`config.mk`:
```
export PLATFORM = sky130hd
export DESIGN_NAME = slot_tenure_guard
export DESIGN_NICKNAME = d
export VERILOG_FILES = /design/src/rtl/slot_tenure_guard.sv
export SDC_FILE = /design/constraint.sdc
export NUM_CORES = 1
export LEC_CHECK = 0
export BUFFER_PORTS_ARGS = -buffer_cell sky130_fd_sc_hd__buf_2
export CAP_MARGIN = 15
export CORE_MARGIN = 4
export CORE_UTILIZATION = 49
export DETAILED_ROUTE_END_ITERATION = 10
export PLACE_DENSITY = 0.74
export SETUP_SLACK_MARGIN = 0.05
export SYNTH_ARGS = -nofsm -noshare
export SYNTH_HDL_FRONTEND = slang
export SYNTH_SLANG_ARGS = --single-unit
```
`constraint.sdc`:
```
create_clock -name clk -period 1.8 [get_ports clk]
set_input_delay 0.18 -clock clk [delete_from_list [all_inputs] [get_ports clk]]
set_output_delay 0.18 -clock clk [all_outputs]
set_load 0.02 [all_outputs]
```
`src/rtl/slot_tenure_guard.sv`:
```
module slot_tenure_guard #(
  parameter int TENURE_MAX = 16,
  parameter int CREDIT_W   = 6
) (
  input  logic                clk,
  input  logic                rst_n,
  input  logic [CREDIT_W-1:0] readmit_level,
  input  logic                grant_from_chain,
  input  logic                card_grant_out,
  input  logic                card_owns_bus,
  output logic                card_grant_in,
  output logic                grant_to_chain,
  output logic                penalty,
  output logic                overrun_seen
);

  localparam int TEN_W = $clog2(TENURE_MAX + 1);
  localparam logic [TEN_W-1:0]    TEN_TOP  = TEN_W'(TENURE_MAX);
  localparam logic [TEN_W-1:0]    TEN_LAST = TEN_W'(TENURE_MAX - 1);
  localparam logic [CREDIT_W-1:0] CR_TOP   = '1;

  logic [TEN_W-1:0]    tenure_q;
  logic [CREDIT_W-1:0] credit_q;
  logic                penalty_q, overrun_q;
  logic                hit, release_now;

  assign hit         = card_owns_bus && !penalty_q && (tenure_q >= TEN_LAST);
  assign release_now = penalty_q && (credit_q >= readmit_level);

  always_ff @(posedge clk) begin
    if (!rst_n)                   tenure_q <= '0;
    else if (!card_owns_bus)      tenure_q <= '0;
    else if (tenure_q != TEN_TOP) tenure_q <= tenure_q + 1'b1;
  end

  always_ff @(posedge clk) begin
    if (!rst_n)             credit_q <= CR_TOP;
    else if (hit)           credit_q <= '0;
    else if (card_owns_bus) credit_q <= (credit_q == '0) ? credit_q : credit_q - 1'b1;
    else                    credit_q <= (credit_q == CR_TOP) ? credit_q : credit_q + 1'b1;
  end

  always_ff @(posedge clk) begin
    if (!rst_n) begin
      penalty_q <= 1'b0;
      overrun_q <= 1'b0;
    end else begin
      if (hit)              penalty_q <= 1'b1;
      else if (release_now) penalty_q <= 1'b0;
      if (hit)              overrun_q <= 1'b1;
    end
  end

  assign card_grant_in  = penalty_q ? 1'b0 : grant_from_chain;
  assign grant_to_chain = penalty_q ? grant_from_chain : card_grant_out;
  assign penalty        = penalty_q;
  assign overrun_seen   = overrun_q;

  AST_ENTRY_WHILE_OWNED: assert property (@(posedge clk) disable iff (!rst_n)
    $rose(penalty_q) |-> $past(card_owns_bus));
  AST_TENURE_BOUND: assert property (@(posedge clk) disable iff (!rst_n)
    tenure_q <= TEN_TOP);
  AST_CREDIT_ZERO_ON_ENTRY: assert property (@(posedge clk) disable iff (!rst_n)
    $rose(penalty_q) |-> credit_q == '0);
  AST_CREDIT_STEP: assert property (@(posedge clk) disable iff (!rst_n)
    !$rose(penalty_q) |-> (credit_q == $past(credit_q)
      || {1'b0, credit_q} == {1'b0, $past(credit_q)} + (CREDIT_W+1)'(1)
      || {1'b0, credit_q} + (CREDIT_W+1)'(1) == {1'b0, $past(credit_q)}));
  AST_EXIT_HAS_CREDIT: assert property (@(posedge clk) disable iff (!rst_n)
    $fell(penalty_q) |-> $past(credit_q) >= $past(readmit_level));
  AST_FLAG_ON_ENTRY: assert property (@(posedge clk) disable iff (!rst_n)
    $rose(penalty_q) |-> overrun_q);
  AST_FLAG_STICKY: assert property (@(posedge clk) disable iff (!rst_n)
    overrun_q |=> overrun_q);

endmodule

```
==> results_dict.tcl <==
set metrics [dict create \
    clkTransAtPathRegs_ps 80 \
    drv_slew 0 \
    crit_path_start "tenure_q[1]$_SDFFE_PN0P_" \
    ys_types 32 \
    drt-total-wl_mm 1.77 \
    die_w_um 50.6 \
    critPathMaxFanout 4 \
    cts_tree "built" \
    grt_pass1_wl_mm 3.13 \
    ant_nets 0 \
    die_area_um2 2560 \
    period_share_pct 93.8 \
    critPathTopFamily "compound AO/OA/AOI/OAI gates" \
    yosysSeqAreaShare_pct 29.3 \
    status "completed" \
    fin_nets 148 \
    syn_inst 98 \
    synthArstFlopShare_pct 0 \
    path_buf_inv 0 \
    cp-start-kind "flop" \
    setup-tns-final_ps 0 \
    synth_ff_type "dfxtp_1" \
    utilization_pct 63.3 \
    drive_gt1_share_pct 30.3 \
    vias_per_cell 5.20 \
    cp.arrival_ps 1870 \
    dp.final_hpwl_mm 1.39 \
    drt_iter0_markers 18 \
    hold_viol 0 \
    fmax_ghz 0.592 \
    cts-htree-levels 1 \
    ir_worst_vdd_mv 0.915 \
    cp_slowest_cell "a311o_2" \
    grt_pass1_vias 747 \
    fin_cells 147 \
    numPlacedInstances 141 \
    cts.path.max_buffers 2 \
    reg2reg_from "tenure_q[1]$_SDFFE_PN0P_" \
    total_power_mw 1.14 \
    rsz0062_at_grt "true" \
    reg2reg_depth 7 \
    tightest_slew_ps 571 \
    hp-class "in -> reg" \
    clk-insertion-delay-late_ps 270 \
    period_minus_slack_ps 1690 \
    crit_cells 7 \
    overflow 0 \
    num_vias 764 \
    drt-wirelength-per-cell_um 12.0 \
    netlist_area_um2 890 \
    cp-end-kind "flop" \
    finalSetupViolations 0 \
    crit_top_cell "ha_4" \
    slew_headroom_pct 61.8 \
    initial_utilization_pct 51.5 \
    required_ps 1980 \
    critPathMaxStageDelay_ps 360 \
    synth_seq_cells 13 \
    yosys-top-cells-area "dfxtp_1, ha_1, inv_1" \
    power_density_nw_per_um2 1040 \
    crit_chain "ha_4, and3_4, ha_4, nor2_4, a211oi_2, a311o_2, o41ai_2" \
    synth_area_leader_cell "dfxtp_1" \
    maxCapViolations 0 \
    drc 0 \
    synth_commonest_cells "inv_1, dfxtp_1, ha_1, nor2_1, a21oi_1" \
    rows 15 \
    die_y_um 50.6 \
    synth_top_area_share_pct 29.3 \
    worst_clock_skew_ps 3.79 \
    area_delta_synth_final_pct 22.9 \
    yosys_warnings 0 \
    antenna_found_initial 0 \
    syn_nets 123 \
    synth_edf_count 0 \
    final_area_um2 1090 \
    ctsRootBufferMaster "clkbuf_4" \
    p_leak_nw 0.519 \
    grt_use_total_pct 15.9 \
    syn_area_per_cell_um2 9.08 \
    grt_start_max_net_pins 9 \
    cts_buffers 3 \
    crit_type "reg -> reg" \
    reg2reg_slack_ps 110 \
    yosysMostFrequentCell "inv_1" \
    portBuffers 14 \
    num_antenna_cells 0 \
    dr.pass1.iters 4 \
    place.gp.congestion 0.815 \
    placed_area_um2 1030 \
    crit_path_end "credit_q[5]$_SDFFE_PN1P_" \
    cts_num_sinks 13 \
    r2r_end "credit_q[5]$_SDFFE_PN1P_" \
    ioPinCount 15 \
    core_um2 1730 \
]
## routing by layer
| metal | GRT usage, % | share of wire [%] | up-vias | routed length [µm] |
|---|---|---|---|---|
| li1 | - | - | 391 | - |
| met1 | 19.1 | 46 | 355 | 820 |
| met2 | 26.7 | 48 | 16 | 855 |
| met3 | 5.64 | 4.3 | 2 | 76 |
| met4 | 4.48 | 0.74 | 0 | 13 |
| met5 | 0 | 0 | - | 0 |
## cell usage in the layout, fill, tap and decap left out, drive strengths merged, types with 4 or more instances in the layout
cell type,instances
buf,20
inv,14
ha,13
dfxtp,13
nor2,8
a21oi,7
xor2,5
o21ai,5
nor2b,4
clkbuf,4
## through the flow
step / hold WS, ps / worst slack [ps]
after global routing: 182 / 43.3
after global placement: 460 / 79.3
after CTS: 177 / 11.7
after floorplan: 315 / 59.9
final: 179 / 112
after detailed placement: 459 / 29.0
## registers in the layout, summed over array words and instances, names as in the netlist
register	cells
credit_q	6
overrun_seen	1
penalty	1
tenure_q	5
## how the worst min path moves through the flow
| stage | startpoint | to | slack (ps) | depth (start not counted) |
|---|---|---|---|---|
| 2_1_floorplan | rst_n | overrun_seen$_SDFFE_PN0P_ | 310 | 2 |
| 3_3_place_gp | rst_n | penalty$_SDFFE_PN0P_ | 460 | 2 |
| 3_5_place_dp | overrun_seen$_SDFFE_PN0P_ | overrun_seen$_SDFFE_PN0P_ | 460 | 2 |
| 4_1_cts | rst_n | penalty$_SDFFE_PN0P_ | 180 | 2 |
| 5_1_grt | rst_n | penalty$_SDFFE_PN0P_ | 180 | 2 |
| 6_report | rst_n | penalty$_SDFFE_PN0P_ | 180 | 2 |
## layout make-up
type | count | area, µm²
well taps | 25 | 31.3
multi-input cells | 71 | 606
flip-flops and latches | 13 | 263
inverters | 14 | 52.6
repair buffers | 20 | 115
clock buffers | 4 | 26.3
fillers | 162 | 633
## where the power goes
group,total [mW],internal (mW),switching [mW]
registers,0.432,0.353,0.0797
logic,0.526,0.251,0.275
clock network,0.178,0.0858,0.0924
total,1.14,0.689,0.447
## kinds of logic (layout without fill, tap and decap cells)
family	after synthesis	in the layout	synth area share, %
adder cells (fa/ha/maj)	14	14	20.5
AND/OR/NAND/NOR	27	27	18.0
flip-flops	13	13	29.3
multiplexers	2	2	2.39
buffers and inverters	14	38	5.91
AO/OA/AOI/OAI	21	21	17.0
XOR/XNOR	7	7	6.89
## repair_timing
item                                    in CTS  in global routing
pin swaps                                    4                  3
hold buffers                                 0                  0
resized for setup                            5                  0
endpoints found under the setup margin       4                  4
buffers inserted                             2                  0
(Power assumes the default switching activity.)
